**src/rtl/pwm4_pkg.sv**
```systemverilog
package pwm4_pkg;
  localparam int BYTE_W = 8;
  localparam int CNT_W  = 8;
  localparam int CTRL_EN_BIT  = 0;
  localparam int CTRL_INV_BIT = 1;
endpackage

```
**src/rtl/pwm4_regs.sv**
```systemverilog
module pwm4_regs
  import pwm4_pkg::*;
#(
  parameter int CH_N   = 4,
  parameter int DIV_W  = 16,
  parameter int ADDR_W = 3
) (
  input  logic                          clk,
  input  logic                          rst_n,
  input  logic                          wr_en,
  input  logic [ADDR_W-1:0]             wr_addr,
  input  logic [BYTE_W-1:0]             wr_data,
  output logic [DIV_W-1:0]              div_sh,
  output logic [CH_N-1:0][CNT_W-1:0]    duty_sh,
  output logic                          en_q,
  output logic                          inv_q
);
  localparam int DIV_BYTES = DIV_W / BYTE_W;
  localparam int DUTY_BASE = DIV_BYTES;
  localparam int CTRL_ADDR = DIV_BYTES + CH_N;

  logic [DIV_W-1:0]           div_d;
  logic [CH_N-1:0][CNT_W-1:0] duty_d;
  logic                       en_d;
  logic                       inv_d;

  always_comb begin
    div_d  = div_sh;
    duty_d = duty_sh;
    en_d   = en_q;
    inv_d  = inv_q;
    if (wr_en) begin
      for (int b = 0; b < DIV_BYTES; b++) begin
        if (wr_addr == ADDR_W'(b)) div_d[b*BYTE_W +: BYTE_W] = wr_data;
      end
      for (int c = 0; c < CH_N; c++) begin
        if (wr_addr == ADDR_W'(DUTY_BASE + c)) duty_d[c] = wr_data[CNT_W-1:0];
      end
      if (wr_addr == ADDR_W'(CTRL_ADDR)) begin
        en_d  = wr_data[CTRL_EN_BIT];
        inv_d = wr_data[CTRL_INV_BIT];
      end
    end
  end

  always_ff @(posedge clk or negedge rst_n) begin
    if (!rst_n) begin
      div_sh  <= '0;
      duty_sh <= '0;
      en_q    <= 1'b0;
      inv_q   <= 1'b0;
    end else begin
      div_sh  <= div_d;
      duty_sh <= duty_d;
      en_q    <= en_d;
      inv_q   <= inv_d;
    end
  end
endmodule

```
**src/rtl/pwm4_prescale.sv**
```systemverilog
module pwm4_prescale #(
  parameter int DIV_W = 16
) (
  input  logic             clk,
  input  logic             rst_n,
  input  logic             en,
  input  logic [DIV_W-1:0] div,
  output logic             tick
);
  logic             half_q, half_d;
  logic [DIV_W-1:0] pcnt_q, pcnt_d;
  logic             step;

  always_comb begin
    step   = en & half_q;
    tick   = step & (pcnt_q == '0);
    half_d = half_q;
    pcnt_d = pcnt_q;
    if (en) half_d = ~half_q;
    if (step) begin
      if (tick) pcnt_d = div;
      else      pcnt_d = pcnt_q - 1'b1;
    end
  end

  always_ff @(posedge clk or negedge rst_n) begin
    if (!rst_n) begin
      half_q <= 1'b0;
      pcnt_q <= '0;
    end else begin
      half_q <= half_d;
      pcnt_q <= pcnt_d;
    end
  end
endmodule

```
**src/rtl/pwm4_chan.sv**
```systemverilog
module pwm4_chan
  import pwm4_pkg::*;
(
  input  logic             clk,
  input  logic             rst_n,
  input  logic             load,
  input  logic [CNT_W-1:0] duty_sh,
  input  logic [CNT_W-1:0] cnt,
  input  logic             en,
  input  logic             inv,
  output logic [CNT_W-1:0] duty_act,
  output logic             out
);
  logic [CNT_W-1:0] duty_d;
  logic             out_d;
  logic             active;

  always_comb begin
    duty_d = duty_act;
    if (load) duty_d = duty_sh;
    active = (duty_act > cnt);
    out_d  = en ? (active ^ inv) : inv;
  end

  always_ff @(posedge clk or negedge rst_n) begin
    if (!rst_n) begin
      duty_act <= '0;
      out      <= 1'b0;
    end else begin
      duty_act <= duty_d;
      out      <= out_d;
    end
  end
endmodule

```
**src/rtl/pwm4_prescaled.sv**
```systemverilog
module pwm4_prescaled
  import pwm4_pkg::*;
#(
  parameter int CH_N   = 4,
  parameter int DIV_W  = 16,
  parameter int ADDR_W = 3
) (
  input  logic              clk,
  input  logic              rst_n,
  input  logic              wr_en,
  input  logic [ADDR_W-1:0] wr_addr,
  input  logic [7:0]        wr_data,
  output logic [CH_N-1:0]   pwm_out
);
  localparam logic [CNT_W-1:0] CNT_TOP = '1;

  logic [1:0]                 rsync_q;
  logic                       rst_core_n;
  logic [DIV_W-1:0]           div_sh;
  logic [CH_N-1:0][CNT_W-1:0] duty_sh;
  logic [CH_N-1:0][CNT_W-1:0] duty_act;
  logic                       en_q;
  logic                       inv_q;
  logic                       tick;
  logic                       wrap;
  logic [CNT_W-1:0]           cnt_q, cnt_d;

  always_ff @(posedge clk or negedge rst_n) begin
    if (!rst_n) rsync_q <= 2'b00;
    else        rsync_q <= {rsync_q[0], 1'b1};
  end
  assign rst_core_n = rsync_q[1];

  pwm4_regs #(.CH_N(CH_N), .DIV_W(DIV_W), .ADDR_W(ADDR_W)) u_regs (
    .clk     (clk),
    .rst_n   (rst_core_n),
    .wr_en   (wr_en),
    .wr_addr (wr_addr),
    .wr_data (wr_data),
    .div_sh  (div_sh),
    .duty_sh (duty_sh),
    .en_q    (en_q),
    .inv_q   (inv_q)
  );

  pwm4_prescale #(.DIV_W(DIV_W)) u_pre (
    .clk   (clk),
    .rst_n (rst_core_n),
    .en    (en_q),
    .div   (div_sh),
    .tick  (tick)
  );

  always_comb begin
    wrap  = tick & (cnt_q == CNT_TOP);
    cnt_d = cnt_q;
    if (tick) cnt_d = cnt_q + 1'b1;
  end

  always_ff @(posedge clk or negedge rst_core_n) begin
    if (!rst_core_n) cnt_q <= '0;
    else             cnt_q <= cnt_d;
  end

  for (genvar c = 0; c < CH_N; c++) begin : g_ch
    pwm4_chan u_ch (
      .clk      (clk),
      .rst_n    (rst_core_n),
      .load     (wrap),
      .duty_sh  (duty_sh[c]),
      .cnt      (cnt_q),
      .en       (en_q),
      .inv      (inv_q),
      .duty_act (duty_act[c]),
      .out      (pwm_out[c])
    );
  end
endmodule

```
**config.mk**
```make
export PLATFORM = sky130hd
export DESIGN_NAME = pwm4_prescaled
export DESIGN_NICKNAME = d
export VERILOG_FILES = /design/src/rtl/pwm4_pkg.sv /design/src/rtl/pwm4_regs.sv /design/src/rtl/pwm4_prescale.sv /design/src/rtl/pwm4_chan.sv /design/src/rtl/pwm4_prescaled.sv
export SDC_FILE = /design/constraint.sdc
export NUM_CORES = 1
export LEC_CHECK = 0
export BUFFER_PORTS_ARGS = -buffer_cell sky130_fd_sc_hd__buf_4
export CAP_MARGIN = 40
export CORE_MARGIN = 10
export CORE_UTILIZATION = 55
export DETAILED_ROUTE_END_ITERATION = 10
export PLACE_DENSITY = 0.84
export SYNTH_ARGS = -nofsm -noshare
export SYNTH_HDL_FRONTEND = slang
export SYNTH_SLANG_ARGS = --single-unit
```
**constraint.sdc**
```tcl
create_clock -name clk -period 3.33 [get_ports clk]
set_input_delay 0.333 -clock clk [delete_from_list [all_inputs] [get_ports clk]]
set_output_delay 0.333 -clock clk [all_outputs]
set_load 0.01 [all_outputs]
```
* Word-level counts from Yosys, hierarchy flattened *
Cells that the tools add are included.
Widths: inputs -> output; s select.

cells by class
  add/subtract/negate cells = 2
  magnitude comparators = 4
  eq/ne operators = 7
  mux-type cells = 5
  bitwise logic cells = 8
  reductions and logical operators = 9

operators with widths
  operator               number
  $gt 8x8->1             4
  $logic_not 16->1       1
  $mux 16                1
  $sub 16x1->16 const B  1
  $reduce_and 2->1       7
  $eq 3x3->1 const B     3
  $add 8x1->8 const B    1
  $eq 8x8->1 const B     1
  $eq 3x2->1 const B     2
  $mux 1                 4
  $xor 1x1->1            4
  $and 1x1->1            3
  $eq 3x1->1 const B     1
  $logic_not 3->1        1
  $not 1->1              1

storage, ports and cells
  register bits = 113
  output and inout port bits = 4
  logic and storage cells = 55

* Longest topological paths before layout *
Gate-level depths: netlist of the first run.

  depth in word-level cells = 3
  depth in mapped cells = 9
  gate-level depth less buffers = 7

* By module *
From an unflattened synthesis of the first run, not the netlist that was laid out.

second synthesis, totals
  cells, all modules = 476
  area total of the unflattened synthesis = 5764.3 sq um

modules (own cells, without submodules)
  module          instances  cells each  area an instance (sq um)
  pwm4_chan       4          48          544.3
  pwm4_regs       1          111         1940.6
  pwm4_prescale   1          142         1251.2
  pwm4_prescaled  1          31          395.4

* Least setup slack after synthesis of the first run *
Ideal clock, no wire load.

  kind = register -> register
  start = register u_pre.pcnt_q[0]
  end = register g_ch[0].u_ch.duty_act[0]
  library setup time = 0.125 ns
  arrival time = 2.029 ns
  required time = 3.205 ns
  slack = 1.176 ns
  cell stages (with the launch flop) = 9
  path buffers = 2
  path through = dfrtp_1 inv_1 ha_1 nor4b_1 nand4_2 or3_1 buf_2 buf_6 mux2_4

on the way
  word-level cells in the longest chain between the ends = 3

RTL lines
  element                   RTL line              text
  start: declaration        pwm4_prescale.sv:11   logic [DIV_W-1:0] pcnt_q, pcnt_d;
  start signal: assignment  pwm4_prescale.sv:32   pcnt_q <= pcnt_d;
  $logic_not 16->1          pwm4_prescale.sv:16   tick = step & (pcnt_q == '0);
  $and 1x1->1               pwm4_prescale.sv:16
  $and 1x1->1               pwm4_prescaled.sv:55  wrap = tick & (cnt_q == CNT_TOP);
  end signal: assignment    pwm4_chan.sv:30       duty_act <= duty_d;
  end: declaration          pwm4_chan.sv:11       output logic [CNT_W-1:0] duty_act,

No other way between the ends.
A chain may end at the register's enable or synchronous reset.

* Worst setup path after layout of the first run *
  start = register u_pre.pcnt_q[0]
  end = register g_ch[1].u_ch.duty_act[2]

on the way
  word-level cells in the longest chain between the ends = 3

RTL lines
  element                 RTL line
  $logic_not 16->1        pwm4_prescale.sv:16
  $and 1x1->1             pwm4_prescale.sv:16
  $and 1x1->1             pwm4_prescaled.sv:55
  end signal: assignment  pwm4_chan.sv:30
  end: declaration        pwm4_chan.sv:11

No other way between the ends.

==> results of run 1 <==
[power by group]
| group | switching, mW | total, mW | internal (mW) |
|---|---|---|---|
| logic | 0.271 | 0.511 | 0.240 |
| registers | 0.163 | 1.74 | 1.57 |
| clock network | 0.623 | 1.80 | 1.17 |
| total | 1.06 | 4.04 | 2.99 |
[synthesized netlist by cell type (all sizes together)]
master / instances / area (um2)
o211ai: 6 / 45.0
nand4b: 3 / 26.3
or4: 2 / 15.0
and3: 2 / 12.5
o22ai: 2 / 12.5
nor4b: 1 / 8.76
nor2: 8 / 30.0
nor3: 12 / 70.1
o21ai: 25 / 125
mux2i: 5 / 50.1
nand2: 13 / 48.8
clkbuf: 6 / 22.5
nor4: 3 / 33.8
or3: 1 / 6.26
nand4: 13 / 87.6
dfrtp: 113 / 2830
o2bb2ai: 4 / 35.0
o31ai: 2 / 15.0
mux2: 83 / 1050
nor3b: 2 / 25.0
and2: 1 / 6.26
a22oi: 5 / 37.5
conb: 1 / 3.75
nor2b: 4 / 25.0
xnor2: 10 / 87.6
o32ai: 1 / 8.76
inv: 21 / 78.8
nand3: 5 / 25.0
buf: 10 / 77.6
nand2b: 3 / 18.8
o21a: 4 / 30.0
a21oi: 26 / 130
xor2: 2 / 17.5
ha: 35 / 438
[worst paths after layout]
path	cells past startpoint	to	startpoint
max	7	g_ch[1].u_ch.duty_act[2]	u_pre.pcnt_q[0]
min	2	u_regs.duty_sh[12]	wr_data[4]
max reg2reg	7	g_ch[1].u_ch.duty_act[2]	u_pre.pcnt_q[0]
min reg2reg	0	rsync_q[1]	rsync_q[0]
max in group asynchronous	1	u_pre.pcnt_q[1]	rsync_q[1]
min in group asynchronous	2	rsync_q[1]	rst_n
[critical path: stages, from the launching register on]
cell and delay, ns:
dfrtp_1 0.38, inv_1 0.14, ha_1 0.16, nor4b_1 0.43, nand4_2 0.16, or3_2 0.74, buf_16 0.28, mux2_4 0.31
[area by class of cell]
type | count | share of cell area, %
multi-input cells | 284 | 39.4
repair buffers | 24 | 3.36
inverters | 21 | 1.23
clock inverters | 9 | 2.07
well taps | 133 | 2.60
clock buffers | 22 | 7.08
flip-flops and latches | 113 | 44.2
[cell families after synthesis]
family	share of synthesized area, %
AO/OA/AOI/OAI	7.94
XOR/XNOR	1.90
adder cells (fa/ha/maj)	7.92
buffers and inverters	3.24
flip-flops	51.1
multiplexers	19.8
other	0.0678
AND/OR/NAND/NOR	7.94
[routing by layer]
metal / GRT usage, % / part of all wire, %
met5: 0 / 0
met4: 7.47 / 2.4
met3: 4.28 / 5.6
met2: 30.6 / 51
met1: 23.0 / 41
[metrics by stage]
stage / utilization, % / total power [mW] / setup WS, ns / hold WS, ns
after floorplan: - / 2.08 / 1.18 / 0.0374
after global placement: 59.1 / 2.20 / 0.736 / 0.115
after detailed placement: 59.4 / 2.24 / 0.647 / 0.116
after CTS: 65.5 / 4.04 / 0.628 / 0.108
after global routing: 65.5 / 4.20 / 0.525 / 0.110
final: 65.5 / 4.04 / 0.592 / 0.112
[flip-flops by register name (all words and copies together) (netlist names)]
name	flops
g_ch.u_ch.duty_act	32
u_regs.duty_sh	32
u_pre.pcnt_q	16
u_regs.div_sh	16
cnt_q	8
g_ch.u_ch.out	4
rsync_q	2
u_pre.half_q	1
u_regs.en_q	1
u_regs.inv_q	1
==> metrics.cfg, run 1 <==
[clock_network]
cts_buffers=17
cts_tree=built
post-cts-setup-buffers=0
cts_root_buf=clkbuf_8
cts_hold_buf=1
htree_levels=4
clk_pin_slew_ns=0.06
cts.sink_count=113
clk_latency_ns=0.52
cts_resized=0
clockBufferDepth=2

[synth]
synth.distinct_cells=41
yosys_warnings=0
synth_fp_nets=483
ys_seq_area_share_pct=51.1
synth-seq-cells=113
synthCells=434
syn-cell-area_mm2=0.00553
postSynthAreaPerCell_um2=12.7

[cells_and_area]
area_growth_pct=15.8
final_nets=510
fin_cells=606
multi_input_area_mm2=0.00252
final_cell_mix=dfrtp_1 (112), mux2_2 (53), ha_1 (35), mux2_4 (30), a21oi_1 (26)
layout_commonest_cell=dfrtp_1
seq_area_mm2=0.00283
drive_gt1_share_pct=30.0
diodes=0
num-fill-cells=680
design_area_mm2=0.00640

[drt]
wl_per_cell_um=20.9
route.vias.total=3658
drt_iter0_drc=483
drt.antenna.violating_nets=0
drt-pass1-iter-count=5
remaining_drc_errors=0
routed_wl_mm=12.7
via_per_inst=6.04

[placed_design]
dp.cells=574
gp_congestion=0.845
dp_hpwl_mm=8.07
placed_area_mm2=0.00581
port_buffers=17

[sta]
setup_viol=0
hold_viol_final=0
maxSlewHeadroom_pct=43.1
drv_slew=0
fin_skew_ns=0.00803
period_share_pct=82.2
tightest_slew_ns=0.848
clock.fmax_ghz=0.365
period_needed_ns=2.74
rsz0062_at_grt=false
tns_ns=0

[floorplanning]
pin_count=18
dieWidth_um=120
coreArea_mm2=0.00977
die_y_um=120
fp.dieArea_mm2=0.0145
fp-row-count=36
start_util_pct=56.6

[global_route]
grt_pass1_vias=3924
grt-ovfl-total=0
grt_max_degree=112
antenna_found_initial=0
grt_pass1_wl_mm=21.3
grt.total_usage_pct=18.5

[worst_setup_path]
rrSetupSlack_ns=0.59
crit_type=flip-flop to flip-flop
crit_path_end_kind=flip-flop
cp_max_fo=17
start_kind=flip-flop
cp.required_ns=3.73
critPathArrivalTime_ns=3.14

[power_and_ir_drop]
irDropWorstVdd_v=0.000327
power_density_mw_per_mm2=632
p_leak_nw=3.01

[hold_path]
hp-class=input pin to flip-flop

[run_status]
outcome=finished clean

[job]
cap_violations=0

No activity file was read; power rests on OpenSTA's default activity.
==> run 2, diff against run 1 <==
==> constraint.sdc (replaced) <==
create_clock -name clk -period 2.45 [get_ports clk]
set_input_delay 0.245 -clock clk [delete_from_list [all_inputs] [get_ports clk]]
set_output_delay 0.245 -clock clk [all_outputs]
set_load 0.01 [all_outputs]
==> metrics.cfg, run 2 (synthesis results as in run 1) <==
[drt]
drt.antenna.violating_nets=0
drt_iter0_drc=267
wl_met2_mm=5.86
wl_per_cell_um=19.3
drt-pass1-iter-count=4
dr_wl_met3_um=616
dr.max_layer_used=met4
routed_wl_mm=11.8
met1_length_mm=5.14
remaining_drc_errors=0
via_per_inst=5.87
route.vias.total=3594

[power_and_ir_drop]
netSwitchingFraction_pct=25.9
seqPwrFrac_pct=43.6
combPwrFrac_pct=12.7
p_clk_share_pct=43.6
irDropWorstVdd_v=0.000643
p_leak_nw=3.04
power_density_mw_per_mm2=844
intPower_mw=4.02
netSwitchingPower_mw=1.41
finalPower_mw=5.43

[cells_and_area]
layout_commonest_cell=dfrtp_1
area_growth_pct=16.4
final_nets=515
num-fill-cells=670
design_area_mm2=0.00643
reg_top3=g_ch.u_ch.duty_act: 32 flops, u_regs.duty_sh: 32 flops
drive_gt1_share_pct=31.3
final_cell_mix=dfrtp_1 (112), mux2_2 (53), ha_1 (35), mux2_4 (30)
diodes=0
seq_area_mm2=0.00283
multi_input_area_mm2=0.00253

[hold_path]
hp-class=input pin to flip-flop

[floorplanning]
fp.dieArea_mm2=0.0145
die_y_um=120
dieWidth_um=120
coreArea_mm2=0.00977
pin_count=18
start_util_pct=56.6
fp-row-count=36

[placed_design]
gp_congestion=0.913
port_buffers=17
placed_area_mm2=0.00584
place_ws_ns=0.106
dp_hpwl_mm=8.09

[clock_network]
clk_latency_ns=0.52
htree_levels=4
post-cts-setup-buffers=0
clockBufferDepth=2
clk_pin_slew_ns=0.06
cts_buffers=17
cts.sink_count=113
cts_root_buf=clkbuf_8
cts_tree=built

[global_route]
grt_pass1_vias=3759
grt_max_degree=49
antenna_found_initial=0
grt-ovfl-total=0
grt_pass1_wl_mm=19.4
grt.total_usage_pct=17.1

[job]
cap_violations=0

[sta]
maxSlewHeadroom_pct=57.0
clock.fmax_ghz=0.433
fin_skew_ns=0.0100
period_share_pct=94.2
tns_ns=0
drv_slew=0
hold_viol_final=0
tightest_slew_ns=0.646
rsz0062_at_grt=false
period_needed_ns=2.31
final.setup.worst_slack_ns=0.141
setup_viol=0

[worst_setup_path]
start_kind=flip-flop
crit_type=flip-flop to flip-flop
cp_max_fo=32
crit_path_end_kind=flip-flop
critPathArrivalTime_ns=2.70
cp.required_ns=2.84

[run_status]
outcome=finished clean

-- run 2: cell count changes in the layout (fill, tap and decap cells not counted) --
cell / change
clkbuf_1: -1
buf_16: -1
nor4b_1: -1
nor4b_2: +1
buf_12: +1
clkinvlp_4: -1
clkbuf_8: +2
buf_4: +5
bufinv_16: -1
clkinv_2: +2
-- run 2: critical path, stage by stage (launching register included) --
cell,delay (ns)
dfrtp_1,0.45
nor4_1,0.53
nand4_2,0.17
or3_2,0.47
buf_12,0.22
mux2_4,0.33
-- run 2: path summary, 6_finish.rpt --
path	from	depth (start not counted)	end	slack [ns]
setup / recovery	u_pre.pcnt_q[10]	5	g_ch[0].u_ch.duty_act[3]	0.14
hold / removal	wr_data[6]	2	u_regs.div_sh[14]	0.02
setup reg to reg	u_pre.pcnt_q[10]	5	g_ch[0].u_ch.duty_act[3]	0.14
hold reg to reg	rsync_q[0]	0	rsync_q[1]	0.35
max in group asynchronous	rsync_q[1]	1	g_ch[2].u_ch.duty_act[3]	1.37
min in group asynchronous	rst_n	2	rsync_q[1]	0.07
-- run 2: power groups by stage --
| stage | combinational [mW] | sequential (mW) | clock (mW) |
|---|---|---|---|
| after floorplan | 0.501 | 2.33 | 0 |
| after global placement | 0.643 | 2.37 | 0 |
| after detailed placement | 0.675 | 2.39 | 0 |
| after CTS | 0.682 | 2.36 | 2.40 |
| after global routing | 0.766 | 2.41 | 2.49 |
| final | 0.692 | 2.37 | 2.37 |
-- run 2: timing repair --
item,CTS,global route
hold endpoints to repair,2,0
endpoints found under the setup margin,0,28
gates resized for setup,0,1
hold buffers,1,0
-- run 2: per-stage QoR --
stage | hold WS, ns | std cells | utilization (%)
floorplan | -0.0506 | 434 | -
global placement | 0.0277 | 579 | 59.7
detailed placement | 0.0311 | 579 | 59.7
CTS | 0.0111 | 612 | 65.8
global route | 0.0127 | 612 | 65.8
finish | 0.0247 | 612 | 65.8
-- run 2: metal layers --
| metal | track usage (%) | vias up |
|---|---|---|
| met4 | 7.09 | 0 |
| li1 | - | 1645 |
| met1 | 21.3 | 1834 |
| met2 | 27.7 | 91 |
| met3 | 4.33 | 24 |
| met5 | 0 | - |
-- run 2: layout make-up --
cell class / count / share of cell area (%)
multi-input cells: 284 / 39.3
repair buffers: 29 / 3.81
clock buffers: 23 / 7.41
inverters: 21 / 1.23
well taps: 133 / 2.59
flip-flops and latches: 113 / 44.0
clock inverters: 9 / 1.63
